[src/rtl/kbc_pkg.sv]
package kbc_pkg;

   localparam logic [7:0] OP_RD_MODE   = 8'h20;
   localparam logic [7:0] OP_WR_MODE   = 8'h60;
   localparam logic [7:0] OP_AUX_OFF   = 8'hA7;
   localparam logic [7:0] OP_AUX_ON    = 8'hA8;
   localparam logic [7:0] OP_AUX_TEST  = 8'hA9;
   localparam logic [7:0] OP_SELFTEST  = 8'hAA;
   localparam logic [7:0] OP_KBD_TEST  = 8'hAB;
   localparam logic [7:0] OP_KBD_OFF   = 8'hAD;
   localparam logic [7:0] OP_KBD_ON    = 8'hAE;
   localparam logic [7:0] OP_RD_INPUT  = 8'hC0;
   localparam logic [7:0] OP_RD_OPORT  = 8'hD0;
   localparam logic [7:0] OP_WR_OPORT  = 8'hD1;
   localparam logic [7:0] OP_WR_KQUEUE = 8'hD2;
   localparam logic [7:0] OP_WR_AQUEUE = 8'hD3;
   localparam logic [7:0] OP_TO_AUX    = 8'hD4;
   localparam logic [7:0] OP_GATE_OFF  = 8'hDD;
   localparam logic [7:0] OP_GATE_ON   = 8'hDF;

   typedef enum logic [3:0] {
      ACT_NONE,
      ACT_LATCH,
      ACT_Q_MODE,
      ACT_Q_OPORT,
      ACT_Q_INPUT,
      ACT_SELFTEST,
      ACT_Q_ZERO,
      ACT_AUX_OFF,
      ACT_AUX_ON,
      ACT_KBD_OFF,
      ACT_KBD_ON,
      ACT_GATE_ON,
      ACT_GATE_OFF,
      ACT_CPU_RST,
      ACT_BAD
   } kbc_act_e;

   typedef struct packed {
      logic       aux;
      logic [7:0] dat;
   } kbc_entry_t;

endpackage

[src/rtl/kbc_cmd_decode.sv]
module kbc_cmd_decode
   import kbc_pkg::*;
(
   input  logic [7:0] cmd,
   output kbc_act_e   act
);

   always_comb begin
      if (cmd[7:4] == 4'hF) begin
         act = cmd[0] ? ACT_NONE : ACT_CPU_RST;
      end else begin
         unique case (cmd)
            OP_RD_MODE:   act = ACT_Q_MODE;
            OP_WR_MODE,
            OP_WR_OPORT,
            OP_WR_KQUEUE,
            OP_WR_AQUEUE,
            OP_TO_AUX:    act = ACT_LATCH;
            OP_AUX_OFF:   act = ACT_AUX_OFF;
            OP_AUX_ON:    act = ACT_AUX_ON;
            OP_AUX_TEST,
            OP_KBD_TEST:  act = ACT_Q_ZERO;
            OP_SELFTEST:  act = ACT_SELFTEST;
            OP_KBD_OFF:   act = ACT_KBD_OFF;
            OP_KBD_ON:    act = ACT_KBD_ON;
            OP_RD_INPUT:  act = ACT_Q_INPUT;
            OP_RD_OPORT:  act = ACT_Q_OPORT;
            OP_GATE_OFF:  act = ACT_GATE_OFF;
            OP_GATE_ON:   act = ACT_GATE_ON;
            default:      act = ACT_BAD;
         endcase
      end
   end

endmodule

[src/rtl/kbc_reply_fifo.sv]
module kbc_reply_fifo
   import kbc_pkg::*;
#(
   parameter int DEPTH = 4
)(
   input  logic       clk,
   input  logic       rst_n,
   input  logic       push,
   input  kbc_entry_t push_entry,
   input  logic       pop,
   output logic       empty,
   output logic       full,
   output kbc_entry_t head
);

   if (DEPTH < 1) begin : g_bad_depth
      $error("kbc_reply_fifo: DEPTH must be at least 1");
   end

   if (DEPTH == 1) begin : g_single
      logic       valid;
      kbc_entry_t slot;

      always_ff @(posedge clk) begin
         if (!rst_n) begin
            valid <= 1'b0;
            slot  <= '0;
         end else if (push && (!valid || pop)) begin
            valid <= 1'b1;
            slot  <= push_entry;
         end else if (pop) begin
            valid <= 1'b0;
         end
      end

      assign empty = !valid;
      assign full  = valid;
      assign head  = slot;
   end else begin : g_ring
      localparam int PW = $clog2(DEPTH);
      localparam int CW = $clog2(DEPTH + 1);
      localparam logic [PW-1:0] LAST = PW'(DEPTH - 1);

      kbc_entry_t          mem [DEPTH];
      logic [PW-1:0]       wp, rp;
      logic [CW-1:0]       cnt;
      logic                do_push, do_pop;

      assign do_pop  = pop && (cnt != '0);
      assign do_push = push && ((cnt != CW'(DEPTH)) || do_pop);

      always_ff @(posedge clk) begin
         if (!rst_n) begin
            wp  <= '0;
            rp  <= '0;
            cnt <= '0;
         end else begin
            if (do_push) begin
               mem[wp] <= push_entry;
               wp      <= (wp == LAST) ? '0 : wp + 1'b1;
            end
            if (do_pop) begin
               rp <= (rp == LAST) ? '0 : rp + 1'b1;
            end
            cnt <= cnt + CW'(do_push) - CW'(do_pop);
         end
      end

      assign empty = (cnt == '0);
      assign full  = (cnt == CW'(DEPTH));
      assign head  = mem[rp];

      p_cnt_bound_r14: assert property (@(posedge clk) disable iff (!rst_n)
         cnt <= CW'(DEPTH));
      p_full_drop_r14: assert property (@(posedge clk) disable iff (!rst_n)
         (full && push && !pop) |=> full);
   end

endmodule

[src/rtl/kbc_cmd_engine.sv]
module kbc_cmd_engine
   import kbc_pkg::*;
#(
   parameter int         QDEPTH         = 4,
   parameter logic [7:0] MODE_RST       = 8'h03,
   parameter logic [7:0] OPORT_RST      = 8'hCF,
   parameter logic [7:0] INPUT_VAL      = 8'h80,
   parameter logic [7:0] SELFTEST_REPLY = 8'h55
)(
   input  logic       clk,
   input  logic       rst_n,
   input  logic       bus_sel,
   input  logic       bus_wr,
   input  logic       bus_rd,
   input  logic [7:0] bus_wdata,
   output logic [7:0] bus_rdata,
   output logic       kbd_tx_valid,
   output logic [7:0] kbd_tx_data,
   output logic       aux_tx_valid,
   output logic [7:0] aux_tx_data,
   output logic       irq_kbd,
   output logic       irq_aux,
   output logic       a20_out,
   output logic       reset_req,
   output logic       translate_en,
   output logic       cmd_err
);

   localparam int B_KBD_INT = 0;
   localparam int B_AUX_INT = 1;
   localparam int B_KBD_DIS = 4;
   localparam int B_AUX_DIS = 5;
   localparam int B_XLATE   = 6;

   logic       wr_cmd, wr_dat, rd_dat;
   kbc_act_e   act;
   logic [7:0] mode;
   logic [1:0] oport_hi;
   logic [3:0] oport_lo;
   logic [7:0] pend;
   logic       st_pass;
   logic       q_push, q_empty, q_full;
   kbc_entry_t q_entry, q_head;
   logic       head_aux, obf;
   logic [7:0] status, oport_view;

   assign wr_cmd = bus_wr && bus_sel;
   assign wr_dat = bus_wr && !bus_sel;
   assign rd_dat = bus_rd && !bus_sel;

   kbc_cmd_decode u_dec (
      .cmd (bus_wdata),
      .act (act)
   );

   kbc_reply_fifo #(.DEPTH(QDEPTH)) u_fifo (
      .clk        (clk),
      .rst_n      (rst_n),
      .push       (q_push),
      .push_entry (q_entry),
      .pop        (rd_dat),
      .empty      (q_empty),
      .full       (q_full),
      .head       (q_head)
   );

   assign obf        = !q_empty;
   assign head_aux   = obf && q_head.aux;
   assign status     = {2'b00, head_aux, 2'b11, st_pass, 1'b0, obf};
   assign oport_view = {oport_hi, head_aux, obf, oport_lo};
   assign bus_rdata  = bus_sel ? status : (q_empty ? 8'h00 : q_head.dat);

   always_comb begin
      q_push  = 1'b0;
      q_entry = '0;
      if (wr_cmd) begin
         q_push = 1'b1;
         unique case (act)
            ACT_Q_MODE:   q_entry.dat = mode;
            ACT_Q_OPORT:  q_entry.dat = oport_view;
            ACT_Q_INPUT:  q_entry.dat = INPUT_VAL;
            ACT_SELFTEST: q_entry.dat = SELFTEST_REPLY;
            ACT_Q_ZERO:   q_entry.dat = 8'h00;
            default:      q_push      = 1'b0;
         endcase
      end else if (wr_dat && (pend == OP_WR_KQUEUE || pend == OP_WR_AQUEUE)) begin
         q_push      = 1'b1;
         q_entry.aux = (pend == OP_WR_AQUEUE);
         q_entry.dat = bus_wdata;
      end
   end

   always_ff @(posedge clk) begin
      if (!rst_n) begin
         mode         <= MODE_RST;
         oport_hi     <= OPORT_RST[7:6];
         oport_lo     <= OPORT_RST[3:0];
         pend         <= 8'h00;
         st_pass      <= 1'b0;
         kbd_tx_valid <= 1'b0;
         kbd_tx_data  <= 8'h00;
         aux_tx_valid <= 1'b0;
         aux_tx_data  <= 8'h00;
         reset_req    <= 1'b0;
         cmd_err      <= 1'b0;
      end else begin
         kbd_tx_valid <= 1'b0;
         aux_tx_valid <= 1'b0;
         reset_req    <= 1'b0;
         cmd_err      <= 1'b0;
         if (wr_cmd) begin
            unique case (act)
               ACT_LATCH:    pend              <= bus_wdata;
               ACT_SELFTEST: st_pass           <= 1'b1;
               ACT_AUX_OFF:  mode[B_AUX_DIS]   <= 1'b1;
               ACT_AUX_ON:   mode[B_AUX_DIS]   <= 1'b0;
               ACT_KBD_OFF:  mode[B_KBD_DIS]   <= 1'b1;
               ACT_KBD_ON:   mode[B_KBD_DIS]   <= 1'b0;
               ACT_GATE_ON:  oport_lo[1]       <= 1'b1;
               ACT_GATE_OFF: oport_lo[1]       <= 1'b0;
               ACT_CPU_RST:  reset_req         <= 1'b1;
               ACT_BAD:      cmd_err           <= 1'b1;
               default:      ;
            endcase
         end else if (wr_dat) begin
            pend <= 8'h00;
            unique case (pend)
               8'h00: begin
                  kbd_tx_valid <= 1'b1;
                  kbd_tx_data  <= bus_wdata;
               end
               OP_WR_MODE:  mode <= bus_wdata;
               OP_WR_OPORT: begin
                  oport_hi  <= bus_wdata[7:6];
                  oport_lo  <= bus_wdata[3:0];
                  reset_req <= !bus_wdata[0];
               end
               OP_TO_AUX: begin
                  aux_tx_valid <= 1'b1;
                  aux_tx_data  <= bus_wdata;
               end
               default: ;
            endcase
         end
      end
   end

   assign a20_out      = oport_lo[1];
   assign translate_en = mode[B_XLATE];
   assign irq_kbd      = obf && !head_aux && mode[B_KBD_INT] && !mode[B_KBD_DIS];
   assign irq_aux      = head_aux && mode[B_AUX_INT];

   p_rst_pulse_r9: assert property (@(posedge clk) disable iff (!rst_n)
      reset_req |=> !reset_req);
   p_err_pulse_r12: assert property (@(posedge clk) disable iff (!rst_n)
      cmd_err |=> !cmd_err);
   p_tx_source_r5: assert property (@(posedge clk) disable iff (!rst_n)
      kbd_tx_valid |-> $past(bus_wr && !bus_sel));
   p_gate_source_r10: assert property (@(posedge clk) disable iff (!rst_n)
      !$stable(a20_out) |-> $past(bus_wr));
   p_selftest_sticky_r7: assert property (@(posedge clk) disable iff (!rst_n)
      st_pass |=> st_pass);
   p_push_fills_r3: assert property (@(posedge clk) disable iff (!rst_n)
      (q_push && !rd_dat) |=> !q_empty);
   p_irq_excl_r8: assert property (@(posedge clk) disable iff (!rst_n)
      !(irq_kbd && irq_aux));
   p_q_full_dbg_r14: assert property (@(posedge clk) disable iff (!rst_n)
      q_full |-> obf);

endmodule

[config.mk]
export PLATFORM = sky130hd
export DESIGN_NAME = kbc_cmd_engine
export DESIGN_NICKNAME = d
export VERILOG_FILES = /design/src/rtl/kbc_pkg.sv /design/src/rtl/kbc_cmd_decode.sv /design/src/rtl/kbc_reply_fifo.sv /design/src/rtl/kbc_cmd_engine.sv
export SDC_FILE = /design/constraint.sdc
export NUM_CORES = 1
export LEC_CHECK = 0
export BUFFER_PORTS_ARGS = -buffer_cell sky130_fd_sc_hd__clkbuf_2
export CORE_MARGIN = 8
export CORE_UTILIZATION = 44
export CTS_BUF_LIST = sky130_fd_sc_hd__clkbuf_4 sky130_fd_sc_hd__clkbuf_8
export DETAILED_ROUTE_END_ITERATION = 10
export GPL_TIMING_DRIVEN = 0
export MAX_ROUTING_LAYER = met4
export PLACE_DENSITY_LB_ADDON = 0.2
export SKIP_LAST_GASP = 1
export SYNTH_ARGS = -nofsm -noshare
export SYNTH_HDL_FRONTEND = slang
export SYNTH_HIERARCHICAL = 1
export SYNTH_SLANG_ARGS = --single-unit
[constraint.sdc]
create_clock -name clk -period 4.08 [get_ports clk]
set_input_delay 0.204 -clock clk [delete_from_list [all_inputs] [get_ports clk]]
set_output_delay 0.204 -clock clk [all_outputs]
set_load 0.05 [all_outputs]
==> impl_metrics.ini <==
[clocking]
cts-resized-gates = 0
post_cts_buffers = 0
hold_buffers = 0
clkTransAtPathRegs_ps = 90
clock_latency_ps = 370
cts_sinks = 88
cts_tree = yes
cts.htree.levels = 3
cts_buffer_depth = 2
cts_made_buffers = 9
cts_root_buf = clkbuf_8

[logic_synthesis]
synth_nets = 404
syn_area_per_cell_sq_um = 11.2
synth_area_sq_um = 4310
synth_cell_types = 68
yosys_warnings = 6
synth_edf_count = 36
ys_top_cells_by_count = 52 x dfxtp_1, 44 x nor2_1, 37 x mux2i_1
ys_ff_latch = 88
ys_top_cells_by_area = edfxtp_1 25%, dfxtp_1 24%, mux2i_1 8.6%
yosysMostFrequentCell = dfxtp_1
synth-main-ff-cell = dfxtp_1
synth_top_cell_area_share = 0.251
ys_async_sr_fraction = 0
synth_area_leader_cell = edfxtp_1
synthCells = 384
seq_area_frac_synth = 0.492

[worst_hold_path]
min_path_type = input port to flip-flop
min-delay-start = rst_n
hold_end = u_fifo/g_ring.wp[1]$_SDFFE_PN0P_
holdPathStages = 3

[timing]
tightestPinTransition_ps = 890
fin_crit_sh = 0.806
rsz0062_at_grt = no
fmax_mhz = 304
finalSetupViolCount = 0
finalHoldViolations = 0
finalMaxSlewViolations = 0
max_slew_margin = 0.402
fin_skew_ps = 7.58
period_minus_slack_ps = 3290
tns_ps = 0

[routing]
final_antenna_net_count = 0
wl_met2_microns = 4810
avgRoutedWirePerCell_microns = 17.6
drcViolationCount = 0
vias = 3101
viasPerCell = 5.38
top_layer = met4
drtIter0Drc = 175
first_pass_iters = 4
dr_wl_met3_microns = 464
m1WireLength_microns = 4750
wl_microns = 10100

[placement]
hpwl_microns = 7080
dp_cells = 560
place.gp.congestion = 0.838
port_buffers = 43

[worst_setup_path]
crit_path_end_kind = flip-flop
ff2ff_setup_slack_ps = 1430
ff2ff_path_depth = 10
critPathMaxFanout = 13
crit_type = input port to flip-flop
critical_path_required_ps = 4350
timing.rr.start = pend[6]$_SDFFE_PN0P_
r2r-end = u_fifo/g_ring.cnt[2]$_SDFF_PN0_
worstPathArrival_ps = 3560
start_kind = input port

[layout]
syn_to_final_growth_pct = 13.6
num_antenna_cells = 0
drive_gt1_frac = 0.228
stdcell_count = 576
fin_nets = 458

[floorplanning]
ios = 45
die_h_microns = 115
coreArea_sq_um = 9640
die_w_microns = 115
fp.dieArea_sq_um = 13200
start_util = 0.447
rows = 36

[pwr]
p_clk_frac = 0.325
p_int_uw = 1350
powerDensity_nw_per_um2 = 399
p_switching_uw = 605
combPwrFrac = 0.188
p_leak_uw = 0.00204
pwr-share-seq = 0.487
ir_worst_vdd_mv = 0.170
netSwitchingFraction = 0.309

[grt]
overflow = 0
grt_max_degree = 16
grt_use_total = 0.168
grt_pass1_vias = 3195
grt_pass1_wl_microns = 16800
antenna_found_initial = 0

[status]
status = completed

[flow_run]
maxCapViolCount = 0
-- final cells by class --
type	count	area, sq um
multi-input combinational	261	2020
buffer	22	119
tap	133	166
sequential	88	2120
inverter	13	48.8
clock inverter	6	66.3
clock buffer	10	138
timing repair buffer	43	215
fill	929	4740
-- cells in the final DEF, fill, tap and decap left out, types with 4 or more instances in the layout --
cell type,synthesis,routed
dfxtp_1,52,52
edfxtp_1,36,36
o21ai_0,12,12
nand3_1,9,9
a22o_1,6,6
clkbuf_8,0,10
nor2_1,44,44
mux2i_1,37,37
nor3_1,4,4
clkbuf_2,0,43
a21oi_1,4,4
nand2_1,26,26
clkbuf_1,6,6
mux4_2,9,9
and2_1,8,8
buf_2,11,11
inv_1,13,13
ha_1,6,6
nor4b_1,4,4
nor2b_1,5,5
and3_1,5,5
a22oi_1,8,8
buf_4,4,4
o211ai_1,5,5
-- worst max-delay path by stage --
stage | endpoint | depth (start not counted) | from
2_1_floorplan | u_fifo/g_ring.cnt[2]$_SDFF_PN0_ | 15 | bus_wdata[0]
3_3_place_gp | u_fifo/g_ring.cnt[2]$_SDFF_PN0_ | 16 | bus_wdata[0]
3_5_place_dp | u_fifo/g_ring.cnt[2]$_SDFF_PN0_ | 16 | bus_wdata[0]
4_1_cts | u_fifo/g_ring.cnt[2]$_SDFF_PN0_ | 16 | bus_wdata[0]
5_1_grt | u_fifo/g_ring.cnt[2]$_SDFF_PN0_ | 16 | bus_wdata[3]
6_report | u_fifo/g_ring.cnt[2]$_SDFF_PN0_ | 16 | bus_wdata[0]
-- critical path, stage by stage --
cell and delay, ps:
clkbuf_2 220, or3_1 460, and4bb_1 220, a21oi_2 190, and2_4 180, a221o_1 240, buf_2 230, nand3_1 90
o211ai_1 110, nand2b_1 110, a21boi_2 210, a21bo_1 210, ha_1 190, fa_1 400, xnor2_1 130, and2_1 140
-- metal layers --
layer,GRT usage,vias to the layer above
met5,-,-
met1,0.206,1505
met4,0.0543,0
li1,-,1525
met3,0.0394,11
met2,0.268,60
-- power by group through the flow --
stage	Clock, uW	Sequential, uW	Combinational [uW]
finish	635	951	367
CTS	643	952	372
floorplan	0	985	257
global route	692	954	401
detailed placement	0	972	370
global placement	0	971	367
-- per-stage QoR --
stage / utilization / total power [uW] / hold WS (ps) / cell area [sq um] / setup slack, ps
5_1_grt: 0.508 / 2050 / 215 / 4900 / 614
4_1_cts: 0.508 / 1970 / 202 / 4900 / 787
3_5_place_dp: 0.487 / 1340 / 465 / 4690 / 390
3_3_place_gp: 0.487 / 1340 / 455 / 4690 / 426
2_1_floorplan: - / 1240 / 329 / 4310 / 1040
6_report: 0.508 / 1950 / 209 / 4900 / 792
-- logic make-up (layout without fill, tap and decap cells) --
| logic type | after synthesis | count (layout) | share of synthesized area |
|---|---|---|---|
| simple gates | 140 | 140 | 0.194 |
| flops | 88 | 88 | 0.492 |
| compound gates | 63 | 63 | 0.110 |
| mux | 46 | 46 | 0.133 |
| buf+inv | 35 | 94 | 0.0389 |
| fa+ha+maj | 7 | 7 | 0.0221 |
| xor+xnor | 5 | 5 | 0.0102 |
-- state kept, by name, summed over array words and instances, names as in the netlist, 2 cells and up, named ones only --
signal / cells
pend: 8
mode: 8
u_fifo/g_ring.cnt: 3
oport_hi: 2
u_fifo/g_ring.wp: 2
u_fifo/g_ring.mem: 36
oport_lo: 4
u_fifo/g_ring.rp: 2
aux_tx_data: 8
kbd_tx_data: 8
Note: power is estimated with default switching activity, not from simulation.
